`src/rtl/serial_adc_reader_pkg.sv`:
```
// Shared types for the serial ADC readout controller.
// Assumes a 16-clock frame with four leading zeros.
package serial_adc_reader_pkg;

    localparam int FRAME_LEN  = 16;
    localparam int LEAD_ZEROS = 4;

    typedef enum logic [2:0] {
        ST_IDLE,
        ST_SETUP,
        ST_LOW,
        ST_HIGH,
        ST_DONE
    } seq_state_t;

    typedef enum logic [1:0] {
        FR_CONV,
        FR_ABORT,
        FR_DUMMY
    } frame_kind_t;

endpackage

```
`src/rtl/serial_adc_reader_tick.sv`:
```
// Half-period timer for the serial clock.
// Counts while enabled and pulses tick every HALF system clocks.
// Assumes HALF >= 1; the count restarts from zero whenever enable drops.
module serial_adc_reader_tick #(
    parameter int HALF = 2
) (
    input  logic clk,
    input  logic rst_n,
    input  logic en_i,
    output logic tick_o
);
    localparam int CW = $clog2(HALF + 1);

    logic [CW-1:0] cnt_q;

    assign tick_o = en_i && (cnt_q == CW'(HALF - 1));

    // Advance the phase counter, wrapping on each tick.
    always_ff @(posedge clk) begin
        if (!rst_n || !en_i) begin
            cnt_q <= '0;
        end else if (tick_o) begin
            cnt_q <= '0;
        end else begin
            cnt_q <= cnt_q + 1'b1;
        end
    end

endmodule

```
`src/rtl/serial_adc_reader_seq.sv`:
```
// Frame sequencer: holds requests, enforces the quiet time, launches
// conversion, power-down abort and wake dummy frames, and drives select
// and serial clock. Data is sampled just before each serial-clock fall.
// Assumes a converter that moves to the next bit on each serial-clock fall.
module serial_adc_reader_seq
    import serial_adc_reader_pkg::*;
#(
    parameter int HALF      = 2,
    parameter int QUIET_CYC = 8,
    parameter int PD_CLKS   = 4,
    parameter bit SHORT_OK  = 1'b1
) (
    input  logic                          clk,
    input  logic                          rst_n,
    input  logic                          start_i,
    input  logic                          pdn_req_i,
    input  logic                          wake_req_i,
    input  logic                          short_frame_i,
    output logic                          csn_o,
    output logic                          sclk_o,
    output logic                          busy_o,
    output logic                          asleep_o,
    output logic                          cap_clr_o,
    output logic                          cap_en_o,
    output logic [$clog2(FRAME_LEN)-1:0]  cap_idx_o,
    output logic                          done_conv_o
);
    localparam int BW = $clog2(FRAME_LEN);
    localparam int NW = BW + 1;
    localparam int QW = $clog2(QUIET_CYC + 2);
    localparam logic [NW-1:0] NCLK_FULL  = NW'(FRAME_LEN);
    localparam logic [NW-1:0] NCLK_SHORT = NW'(FRAME_LEN - 1);
    localparam logic [NW-1:0] NCLK_PD    = NW'(PD_CLKS);

    seq_state_t    state_q;
    frame_kind_t   kind_q;
    frame_kind_t   launch_kind;
    logic [BW-1:0] bitcnt_q;
    logic [NW-1:0] nclk_q;
    logic [QW-1:0] qcnt_q;
    logic          asleep_q;
    logic          pend_start_q, pend_pdn_q, pend_wake_q;
    logic          tick, quiet_ok, launch, last_bit, in_frame;

    serial_adc_reader_tick #(.HALF(HALF)) u_tick (
        .clk    (clk),
        .rst_n  (rst_n),
        .en_i   (in_frame),
        .tick_o (tick)
    );

    assign in_frame = (state_q == ST_SETUP) || (state_q == ST_LOW) || (state_q == ST_HIGH);
    assign quiet_ok = (qcnt_q >= QW'(QUIET_CYC));
    assign last_bit = ({1'b0, bitcnt_q} == (nclk_q - 1'b1));

    // Pick which pending request a launch would serve (wake, then power-down, then start).
    always_comb begin
        launch = 1'b0;
        launch_kind = FR_CONV;
        if (state_q == ST_IDLE && quiet_ok) begin
            if (asleep_q) begin
                launch = pend_wake_q;
                launch_kind = FR_DUMMY;
            end else if (pend_pdn_q) begin
                launch = 1'b1;
                launch_kind = FR_ABORT;
            end else if (pend_start_q) begin
                launch = 1'b1;
                launch_kind = FR_CONV;
            end
        end
    end

    // Hold requests until served; drop those that do not apply to the power state.
    always_ff @(posedge clk) begin
        if (!rst_n) begin
            pend_start_q <= 1'b0;
            pend_pdn_q   <= 1'b0;
            pend_wake_q  <= 1'b0;
        end else begin
            pend_start_q <= !asleep_q && !(launch && launch_kind == FR_ABORT)
                            && ((pend_start_q && !(launch && launch_kind == FR_CONV)) || start_i);
            pend_pdn_q   <= !asleep_q
                            && ((pend_pdn_q && !(launch && launch_kind == FR_ABORT)) || pdn_req_i);
            pend_wake_q  <= asleep_q
                            && ((pend_wake_q && !(launch && launch_kind == FR_DUMMY)) || wake_req_i);
        end
    end

    // Count quiet cycles with select high, saturating at the minimum.
    always_ff @(posedge clk) begin
        if (!rst_n) begin
            qcnt_q <= '0;
        end else if (state_q == ST_DONE) begin
            qcnt_q <= '0;
        end else if (state_q == ST_IDLE && !quiet_ok) begin
            qcnt_q <= qcnt_q + 1'b1;
        end
    end

    // Main frame state machine and clock counter.
    always_ff @(posedge clk) begin
        if (!rst_n) begin
            state_q  <= ST_IDLE;
            kind_q   <= FR_CONV;
            bitcnt_q <= '0;
            nclk_q   <= NCLK_FULL;
        end else begin
            case (state_q)
                ST_IDLE: begin
                    if (launch) begin
                        state_q  <= ST_SETUP;
                        kind_q   <= launch_kind;
                        bitcnt_q <= '0;
                        if (launch_kind == FR_ABORT) begin
                            nclk_q <= NCLK_PD;
                        end else if (launch_kind == FR_CONV && SHORT_OK && short_frame_i) begin
                            nclk_q <= NCLK_SHORT;
                        end else begin
                            nclk_q <= NCLK_FULL;
                        end
                    end
                end
                ST_SETUP: if (tick) state_q <= ST_LOW;
                ST_LOW:   if (tick) state_q <= ST_HIGH;
                ST_HIGH: begin
                    if (tick) begin
                        if (last_bit) begin
                            state_q <= ST_DONE;
                        end else begin
                            state_q  <= ST_LOW;
                            bitcnt_q <= bitcnt_q + 1'b1;
                        end
                    end
                end
                default: state_q <= ST_IDLE;
            endcase
        end
    end

    // Update the power state when an abort or a dummy frame closes.
    always_ff @(posedge clk) begin
        if (!rst_n) begin
            asleep_q <= 1'b0;
        end else if (state_q == ST_DONE && kind_q == FR_ABORT) begin
            asleep_q <= 1'b1;
        end else if (state_q == ST_DONE && kind_q == FR_DUMMY) begin
            asleep_q <= 1'b0;
        end
    end

    assign csn_o       = (state_q == ST_IDLE) || (state_q == ST_DONE);
    assign sclk_o      = (state_q != ST_LOW);
    assign busy_o      = (state_q != ST_IDLE);
    assign asleep_o    = asleep_q;
    assign cap_clr_o   = launch;
    assign cap_en_o    = tick && ((state_q == ST_SETUP) || (state_q == ST_HIGH && !last_bit));
    assign cap_idx_o   = (state_q == ST_SETUP) ? '0 : (bitcnt_q + 1'b1);
    assign done_conv_o = (state_q == ST_DONE) && (kind_q == FR_CONV);


    frame_len_chk: assert property (@(posedge clk) disable iff (!rst_n)
        (state_q == ST_HIGH) |-> ({1'b0, bitcnt_q} < nclk_q));


    quiet_time_chk: assert property (@(posedge clk) disable iff (!rst_n)
        (state_q == ST_SETUP && $past(state_q) == ST_IDLE) |-> $past(quiet_ok));


    asleep_hold_chk: assert property (@(posedge clk) disable iff (!rst_n)
        (state_q == ST_IDLE && asleep_q && !pend_wake_q) |=> (state_q != ST_SETUP));

endmodule

```
`src/rtl/serial_adc_reader_capture.sv`:
```
// Capture unit: stores each sampled bit at its frame position, then strips
// the framing zeros and registers the result with its valid strobe.
// Assumes the bit index runs 0..FRAME_LEN-1 with bit 0 first on the line.
module serial_adc_reader_capture
    import serial_adc_reader_pkg::*;
#(
    parameter int RES_BITS = 10
) (
    input  logic                         clk,
    input  logic                         rst_n,
    input  logic                         clr_i,
    input  logic                         en_i,
    input  logic [$clog2(FRAME_LEN)-1:0] idx_i,
    input  logic                         sdata_i,
    input  logic                         done_i,
    output logic [RES_BITS-1:0]          data_o,
    output logic                         valid_o,
    output logic                         frame_err_o
);
    localparam int BW      = $clog2(FRAME_LEN);
    localparam int TOP     = FRAME_LEN - 1;
    localparam int DATA_HI = FRAME_LEN - 1 - LEAD_ZEROS;

    logic [FRAME_LEN-1:0] frame_q;
    logic                 lead_bad;

    assign lead_bad = |frame_q[TOP -: LEAD_ZEROS];

    // Place each sampled bit at its position in the frame, MSB first.
    always_ff @(posedge clk) begin
        if (!rst_n || clr_i) begin
            frame_q <= '0;
        end else if (en_i) begin
            frame_q[BW'(TOP) - idx_i] <= sdata_i;
        end
    end

    // Extract the result and flag bad leading zeros when a conversion closes.
    always_ff @(posedge clk) begin
        if (!rst_n) begin
            data_o      <= '0;
            valid_o     <= 1'b0;
            frame_err_o <= 1'b0;
        end else begin
            valid_o     <= done_i;
            frame_err_o <= done_i && lead_bad;
            if (done_i) begin
                data_o <= frame_q[DATA_HI -: RES_BITS];
            end
        end
    end


    err_with_valid_chk: assert property (@(posedge clk) disable iff (!rst_n)
        frame_err_o |-> valid_o);

endmodule

```
`src/rtl/serial_adc_reader.sv`:
```
// Serial ADC readout controller top: sequencer plus capture unit.
// Assumes CLK_DIV even and >= 2, RES_BITS of 12, 10 or 8, PD_CLKS in 3..9.
module serial_adc_reader #(
    parameter int RES_BITS  = 10,
    parameter int CLK_DIV   = 4,
    parameter int QUIET_CYC = 8,
    parameter int PD_CLKS   = 4
) (
    input  logic                clk,
    input  logic                rst_n,
    input  logic                start_i,
    input  logic                pdn_req_i,
    input  logic                wake_req_i,
    input  logic                short_frame_i,
    input  logic                sdata_i,
    output logic                csn_o,
    output logic                sclk_o,
    output logic                busy_o,
    output logic [RES_BITS-1:0] data_o,
    output logic                valid_o,
    output logic                frame_err_o,
    output logic                asleep_o
);
    import serial_adc_reader_pkg::*;

    localparam int HALF     = CLK_DIV / 2;
    localparam bit SHORT_OK = (RES_BITS < 12);
    localparam int BW       = $clog2(FRAME_LEN);

    logic          cap_clr, cap_en, done_conv;
    logic [BW-1:0] cap_idx;

    serial_adc_reader_seq #(
        .HALF      (HALF),
        .QUIET_CYC (QUIET_CYC),
        .PD_CLKS   (PD_CLKS),
        .SHORT_OK  (SHORT_OK)
    ) u_seq (
        .clk           (clk),
        .rst_n         (rst_n),
        .start_i       (start_i),
        .pdn_req_i     (pdn_req_i),
        .wake_req_i    (wake_req_i),
        .short_frame_i (short_frame_i),
        .csn_o         (csn_o),
        .sclk_o        (sclk_o),
        .busy_o        (busy_o),
        .asleep_o      (asleep_o),
        .cap_clr_o     (cap_clr),
        .cap_en_o      (cap_en),
        .cap_idx_o     (cap_idx),
        .done_conv_o   (done_conv)
    );

    serial_adc_reader_capture #(
        .RES_BITS (RES_BITS)
    ) u_cap (
        .clk         (clk),
        .rst_n       (rst_n),
        .clr_i       (cap_clr),
        .en_i        (cap_en),
        .idx_i       (cap_idx),
        .sdata_i     (sdata_i),
        .done_i      (done_conv),
        .data_o      (data_o),
        .valid_o     (valid_o),
        .frame_err_o (frame_err_o)
    );


    no_strobe_asleep_chk: assert property (@(posedge clk) disable iff (!rst_n)
        valid_o |-> !asleep_o);


    sclk_idle_high_chk: assert property (@(posedge clk) disable iff (!rst_n)
        $rose(csn_o) |-> sclk_o);

endmodule

```
`config.mk`:
```
export PLATFORM = sky130hd
export DESIGN_NAME = serial_adc_reader
export DESIGN_NICKNAME = d
export VERILOG_FILES = /design/src/rtl/serial_adc_reader_pkg.sv /design/src/rtl/serial_adc_reader_tick.sv /design/src/rtl/serial_adc_reader_seq.sv /design/src/rtl/serial_adc_reader_capture.sv /design/src/rtl/serial_adc_reader.sv
export SDC_FILE = /design/constraint.sdc
export NUM_CORES = 1
export LEC_CHECK = 0
export BUFFER_PORTS_ARGS = -buffer_cell sky130_fd_sc_hd__buf_2
export CORE_AREA = 3 3 78 80
export CTS_CLUSTER_SIZE = 40
export DETAILED_ROUTE_END_ITERATION = 16
export DIE_AREA = 0 0 81 83
export GPL_TIMING_DRIVEN = 0
export PLACE_DENSITY = 0.64
export SLEW_MARGIN = 20
export SYNTH_ARGS = -nofsm -noshare
export SYNTH_HDL_FRONTEND = slang
export SYNTH_HIERARCHICAL = 1
export SYNTH_SLANG_ARGS = --single-unit
```
`constraint.sdc`:
```
create_clock -name clk -period 2.2 [get_ports clk]
set_input_delay 0.11 -clock clk [delete_from_list [all_inputs] [get_ports clk]]
set_output_delay 0.11 -clock clk [all_outputs]
set_load 0.02 [all_outputs]
```
Yosys cells after proc, flatten, opt, wreduce, memory -nomap -nowiden
Index checks and enable logic that the tools add are counted.
{ "word_totals": {"register_bits": 52, "latch_bits": 0, "ramBits": 0, "mem_bits_ro": 0, "in_bits": 7, "output_inout_bits": 16, "word_cells": 114, "mem_count": 0} }
{ "classes": {"addsub": 5, "multipliers": 0, "n_div": 0, "magnitude_cmp": 3, "eq_ne": 16, "shifts": 0, "mux": 25, "bitwise_logic": 1, "n_reduce_logical": 50} }
{ "ops": {"columns": ["operator", "n"], "rows": [
  ["1-bit logical AND", 21],
  ["16-bit bitwise mux", 1],
  ["4-bit two-way mux", 4],
  ["3-bit two-way mux", 5],
  ["3-bit case mux with 4 select lines", 1],
  ["5-bit two-way mux", 2],
  ["1-bit logical OR", 9],
  ["4-bit by 1-bit adder with 4-bit output (second input constant)", 2],
  ["1-bit zero test", 8],
  ["1-bit two-way mux", 8],
  ["2-bit by 1-bit != test with 1-bit output (second input constant)", 4],
  ["4-bit case mux with 2 select lines", 1],
  ["4-bit AND reduction", 2],
  ["2-bit by 1-bit equality test with 1-bit output (second input constant)", 3],
  ["3-bit by 2-bit equality test with 1-bit output (second input constant)", 2],
  ["4-bit by 5-bit equality test with 1-bit output", 1],
  ["4-bit by 5-bit < comparator with 1-bit output (second input constant)", 1],
  ["5-bit by 1-bit subtractor with 5-bit output (second input constant)", 1],
  ["1-bit demux with 4-bit select", 1],
  ["2-bit equality test (second input constant)", 2],
  ["4-bit by 1-bit greater-or-equal comparator with 1-bit output (second input constant)", 1],
  ["4-bit greater-or-equal comparator (second input constant)", 1],
  ["2-bit zero test", 2],
  ["2-bit two-way mux", 2],
  ["other kinds (13)", 15]
]} }

Longest topological paths before layout
{ "depth": {"ltp_word": 9, "ltp_mapped": 9, "ltp_nobuf": 9} }

Modules after synthesis
The synthesis kept the hierarchy.
{ "by_module_without_submodules": {"columns": ["mod", "instances", "cells_each", "area_each_um2"], "rows": [
  ["serial_adc_reader_seq", 1, 138, 1142.3],
  ["serial_adc_reader_capture", 1, 102, 1043.5],
  ["serial_adc_reader_tick", 1, 7, 88.8]
]} }

Least setup slack after synthesis
OpenSTA, ideal clock, no wires.
{ "synth_timing": {"kind": "reg-to-reg", "start": "register u_seq.nclk_q[3]", "end": "register u_cap.frame_q[3]", "arrival_time_ps": 1838, "required_ps": 2079, "slack_ps": 241, "path_stages_with_launch": 10, "synth_period_minus_slack_ps": 1959, "cell_sequence": "dfxtp_1 > inv_1 > ha_1 > xnor2_1 > nor3_1 > and2_1 > a21oi_1 > nor3b_2 > nand3_1 > mux2i_1"} }
{ "synth_via": {"elab_chain_cells": 6} }
{ "synth_rtl": {"columns": ["element", "line", "rtl"], "rows": [
  ["from (decl)", "serial_adc_reader_seq.sv:39", "logic [NW-1:0] nclk_q;"],
  ["from (signal assigned)", "serial_adc_reader_seq.sv:107", "nclk_q <= NCLK_FULL;"],
  ["from (signal assigned)", "serial_adc_reader_seq.sv:116", "nclk_q <= NCLK_PD;"],
  ["from (signal assigned)", "serial_adc_reader_seq.sv:118", "nclk_q <= NCLK_SHORT;"],
  ["5-bit by 1-bit subtractor with 5-bit output", "serial_adc_reader_seq.sv:54", "assign last_bit = ({1'b0, bitcnt_q} == (nclk_q - 1'b1));"],
  ["4-bit by 5-bit equality test with 1-bit output", "serial_adc_reader_seq.sv:54", null],
  ["1-bit zero test", "serial_adc_reader_seq.sv:157", "assign cap_en_o = tick && ((state_q == ST_SETUP) || (state_q == ST_HIGH && !last_bit));"],
  ["1-bit logical AND", "serial_adc_reader_seq.sv:157", null],
  ["1-bit logical OR", "serial_adc_reader_seq.sv:157", null],
  ["1-bit logical AND", "serial_adc_reader_seq.sv:157", null],
  ["net cap_en", "serial_adc_reader.sv:30", "logic cap_clr, cap_en, done_conv;"],
  ["to (signal, indexed assignment)", "serial_adc_reader_capture.sv:34", "frame_q[BW'(TOP) - idx_i] <= sdata_i;"],
  ["to (decl)", "serial_adc_reader_capture.sv:24", "logic [FRAME_LEN-1:0] frame_q;"]
]} }
The timed path passes the listed nets, and every way through them passes these cells.
A chain may end at the register's enable or synchronous reset.

Worst setup path after layout
{ "layout_timing": {"start": "register u_seq.state_q[2]", "end": "register u_cap.frame_q[3]"} }
{ "layout_via": {"elab_cells_between_ends": 21, "cone_classes": "add/sub (1); order compare (2); eq/ne (3); mux (5); reduce/logical (10)"} }
{ "layout_lines": {"columns": ["element", "line", "rtl"], "rows": [
  ["from (decl)", "serial_adc_reader_seq.sv:35", "seq_state_t state_q;"],
  ["from (signal assigned)", "serial_adc_reader_seq.sv:104", "state_q <= ST_IDLE;"],
  ["from (signal assigned)", "serial_adc_reader_seq.sv:112", "state_q <= ST_SETUP;"],
  ["from (signal assigned)", "serial_adc_reader_seq.sv:124", "ST_SETUP: if (tick) state_q <= ST_LOW;"],
  ["3-bit by 1-bit equality test with 1-bit output / 3-bit by 2-bit equality test with 1-bit output (equally long branches)", "serial_adc_reader_seq.sv:52", "assign in_frame = (state_q == ST_SETUP) || (state_q == ST_LOW) || (state_q == ST_HIGH);"],
  ["1-bit logical OR", "serial_adc_reader_seq.sv:52", null],
  ["1-bit logical OR (*)", "serial_adc_reader_seq.sv:52", null],
  ["net u_seq.in_frame", "serial_adc_reader_seq.sv:43", "logic tick, quiet_ok, launch, last_bit, in_frame;"],
  ["1-bit logical AND (*)", "serial_adc_reader_tick.sv:16", "assign tick_o = en_i && (cnt_q == CW'(HALF - 1));"],
  ["net u_seq.tick", "serial_adc_reader_seq.sv:43", null],
  ["1-bit logical AND (*)", "serial_adc_reader_seq.sv:157", null],
  ["net cap_en", "serial_adc_reader.sv:30", null]
]} }
The timed path passes the listed nets; every way through them passes the cells marked *.

==> impl_metrics.csv <==
group,metric,value,unit
status,status,"completed",
critical_path,critical_path_class,"reg2reg",
power_and_ir_drop,pwr-share-comb,0.056,
sta,setup_viol,0,
yosys,yosysSeqAreaShare,0.422,
yosys,yosysTopAreaCell,"dfxtp_1",
yosys,ys_warn_count,6,
floorplan,core,5470,um2
yosys,synth_top_cell_area_share,0.422,
floorplan,start_util,0.416,
place,place_ws,-0.0585,ns
yosys,synth-edff-count,0,
sta,min_period,2.02,ns
clock_network,htree_levels,2,
final_layout,multi_input_area,1300,um2
place,dp_hpwl,3070,um
final_layout,fin_area,2630,um2
global_route,gr-total-overflow,0,
power_and_ir_drop,clkPwrFrac,0.355,
sta,max_slew_margin,0.667,
place,place_congestion,0.742,
worst_hold_path,hold_end,"u_seq/pend_wake_q$_SDFF_PN0_",
clock_network,cts_hold_buffers,0,
place,numPortBuffers,22,
clock_network,numCtsBuffers,5,
yosys,ys.flop_type,"dfxtp_1",
final_layout,n_fill_cell,551,
floorplan,ios,23,
critical_path,arrival,2.20,ns
yosys,syn_nets,260,
worst_hold_path,hold_class,"in2reg",
power_and_ir_drop,vdd_drop_max,251,uV
final_layout,mostFrequentLayoutCells,"dfxtp_1, nand2_1, mux2i_1",
power_and_ir_drop,p_switching,0.348,mW
critical_path,start_kind,"register",
sta,maxSlewViolCount,0,
critical_path,slowest_delay,0.39,ns
final_layout,syn2layout_area_growth,15.6,%
worst_hold_path,hold_depth,3,
yosys,syn_area,2270,um2
global_route,track_usage,0.139,
final_layout,layout_commonest_cell,"dfxtp_1",
power_and_ir_drop,intPower,1.17,mW
floorplan,die-area,6720,um2
routing,drt-wirelength-per-cell,12.3,um
critical_path,crit_family,"simple AND/OR/NAND/NOR gates",
clock_network,post_cts_buffers,0,
clock_network,cts_tree,"done",
final_layout,final-seq-area,965,um2
clock_network,clkTransAtPathRegs,0.09,ns
routing,drc,0,
worst_hold_path,hp-start,"wake_req_i",
critical_path,worstPathMaxFanout,10,
clock_network,root_buffer,"clkbuf_8",
critical_path,crit_buf_inv,1,
critical_path,rr_worst_depth,8,
routing,num_vias,1765,
global_route,grt_max_degree,15,
final_layout,antennaDiodeCount,0,
critical_path,r2r_start,"u_seq/state_q[2]$_SDFFE_PN0P_",
critical_path,crit_chain,"clkbuf_2 > nor2_1 > and2_2 > nand3b_1 > a21oi_4 > nor3b_4 > nand3_1 > mux2i_1",
global_route,grt_pass1_vias,1660,
yosys,ys_types,47,
sta,final.setup_skew,0.00465,ns
clock_network,clock-sinks,48,
sta,worst_slack,0.180,ns
sta,fin_crit_sh,0.918,
power_and_ir_drop,power-per-cell-area,579,nW/um2
floorplan,die_h,83,um
critical_path,path_depth,8,
power_and_ir_drop,pwr-share-seq,0.588,
critical_path,rrSetupSlack,0.18,ns
yosys,avgSynthCellArea,9.21,um2
yosys,synthArstFlopShare,0,
power_and_ir_drop,p_leak,1.06,nW
clock_network,insertion_delay,0.30,ns
critical_path,required,2.38,ns
final_layout,drive_gt1_frac,0.206,
final_layout,nets,289,
yosys,synth_area_leaders,"dfxtp_1, mux2i_1, nand2_1, nor2b_1, a21oi_1",
routing,ant_nets,0,
run,drv_cap,0,
sta,worst_pin_slew,0.498,ns
place,place_area,2470,um2
critical_path,cp_slowest_cell,"dfxtp_1",
sta,hold_violations,0,
power_and_ir_drop,switching_share,0.229,
critical_path,cp-end-kind,"register",
routing,drt-total-wl,4290,um
global_route,grt_pass1_wl,7540,um
routing,via_per_inst,5.06,
routing,dr.pass1.iters,4,
yosys,syn_inst,247,
yosys,ys_seq_elements,48,
routing,drt_iter0_drc,90,
global_route,grt_antenna_before_repair,0,
floorplan,die_w,81,um
floorplan,core.rowCount,27,
sta,max_freq,0.495,GHz
critical_path,reg2reg_to,"u_cap/frame_q[3]$_SDFFE_PP0P_",
sta,timing.hold.ws,0.0177,ns
clock_network,clockBufferDepth,2,
synthesized netlist by cell type, types with 2 or more instances:
| cell | n |
|---|---|
| dfxtp_1 | 48 |
| nand2_1 | 32 |
| mux2i_1 | 29 |
| nor2b_1 | 16 |
| a21oi_1 | 15 |
| nor2_1 | 11 |
| nand2b_1 | 7 |
| nand3_1 | 7 |
| and2_1 | 6 |
| clkbuf_1 | 6 |
| ha_1 | 6 |
| inv_1 | 6 |
| o21ai_0 | 5 |
| buf_2 | 4 |
| nor3_1 | 4 |
| nand4_1 | 3 |
| xnor2_1 | 3 |
| xor2_1 | 3 |
| a21boi_0 | 2 |
| a41oi_1 | 2 |
| and2b_1 | 2 |
| and3b_2 | 2 |
| and4bb_2 | 2 |
| nand3b_1 | 2 |
| o22ai_1 | 2 |
metrics by stage:
step                total power [mW]  std cells   util  setup TNS [ns]
floorplan                      0.972        247      -               0
global placement               0.996        341  0.452          -0.271
detailed placement             0.998        341  0.452          -0.302
CTS                             1.55        349  0.472               0
global route                    1.59        349  0.481         -0.0215
finish                          1.52        349  0.481               0
layer usage:
layer / global-route usage / vias to the layer above / share of wire
li1: - / 914 / -
met1: 0.195 / 834 / 0.52
met2: 0.210 / 15 / 0.45
met3: 0.0260 / 2 / 0.021
met4: 0.0553 / 0 / 0.0079
met5: 0 / - / 0
cells by family (layout without fill, tap and decap cells):
| kind of cell | after synthesis | in the layout | synth area share |
|---|---|---|---|
| xor+xnor | 6 | 6 | 0.0231 |
| fa+ha+maj | 6 | 6 | 0.0330 |
| buf+inv | 17 | 47 | 0.0319 |
| compound gates | 31 | 31 | 0.0825 |
| flops | 48 | 48 | 0.422 |
| mux | 30 | 30 | 0.133 |
| simple gates | 109 | 109 | 0.274 |
state kept, by name, summed over array words and instances (netlist names), 2 cells and up:
| name | cells |
|---|---|
| u_seq/qcnt_q | 4 |
| u_cap/data_o | 10 |
| u_seq/bitcnt_q | 4 |
| u_seq/nclk_q | 3 |
| u_seq/kind_q | 2 |
| u_seq/state_q | 3 |
| u_cap/frame_q | 14 |
| u_seq/u_tick/cnt_q | 2 |
power by group through the flow:
stage	Combinational [mW]	Clock, mW	Sequential, mW
2_1_floorplan	0.0602	0	0.912
3_3_place_gp	0.0834	0	0.913
3_5_place_dp	0.0849	0	0.913
4_1_cts	0.0856	0.566	0.894
5_1_grt	0.0981	0.597	0.899
6_report	0.0859	0.541	0.895
worst max path at each step:
stage          slack [ns]                          start                       endpoint
3_5_place_dp        -0.06   u_seq/nclk_q[3]$_SDFFE_PN0P_  u_cap/frame_q[3]$_SDFFE_PP0P_
5_1_grt             -0.02  u_seq/state_q[2]$_SDFFE_PN0P_  u_cap/frame_q[3]$_SDFFE_PP0P_
6_report             0.18  u_seq/state_q[2]$_SDFFE_PN0P_  u_cap/frame_q[3]$_SDFFE_PP0P_
2_1_floorplan        0.24   u_seq/nclk_q[3]$_SDFFE_PN0P_  u_cap/frame_q[3]$_SDFFE_PP0P_
3_3_place_gp        -0.04    u_seq/pend_pdn_q$_SDFF_PN0_  u_cap/frame_q[3]$_SDFFE_PP0P_
4_1_cts              0.03   u_seq/qcnt_q[3]$_SDFFE_PP0P_  u_cap/frame_q[7]$_SDFFE_PP0P_
cell type report:
class                           instances  area share
Sequential cell                        48       0.367
Clock inverter                          1     0.00285
Tap cell                               72      0.0343
Multi-Input combinational cell        182       0.493
Clock buffer                            7      0.0328
Inverter                                6     0.00856
Buffer                                 11      0.0200
Timing Repair Buffer                   22      0.0419
worst reg2reg max path, stage by stage (launching register included):
cell and delay, ns:
dfxtp_1 0.39, clkbuf_2 0.22, nor2_1 0.18, and2_2 0.22
nand3b_1 0.14, a21oi_4 0.20, nor3b_4 0.28, nand3_1 0.13
mux2i_1 0.14
repair_timing:
| action | in CTS | in global routing |
|---|---|---|
| pin swaps | 0 | 1 |
| endpoints found under the setup margin | 14 | 14 |
| gates resized for setup | 3 | 13 |
No activity file was read; power rests on OpenSTA's default activity.
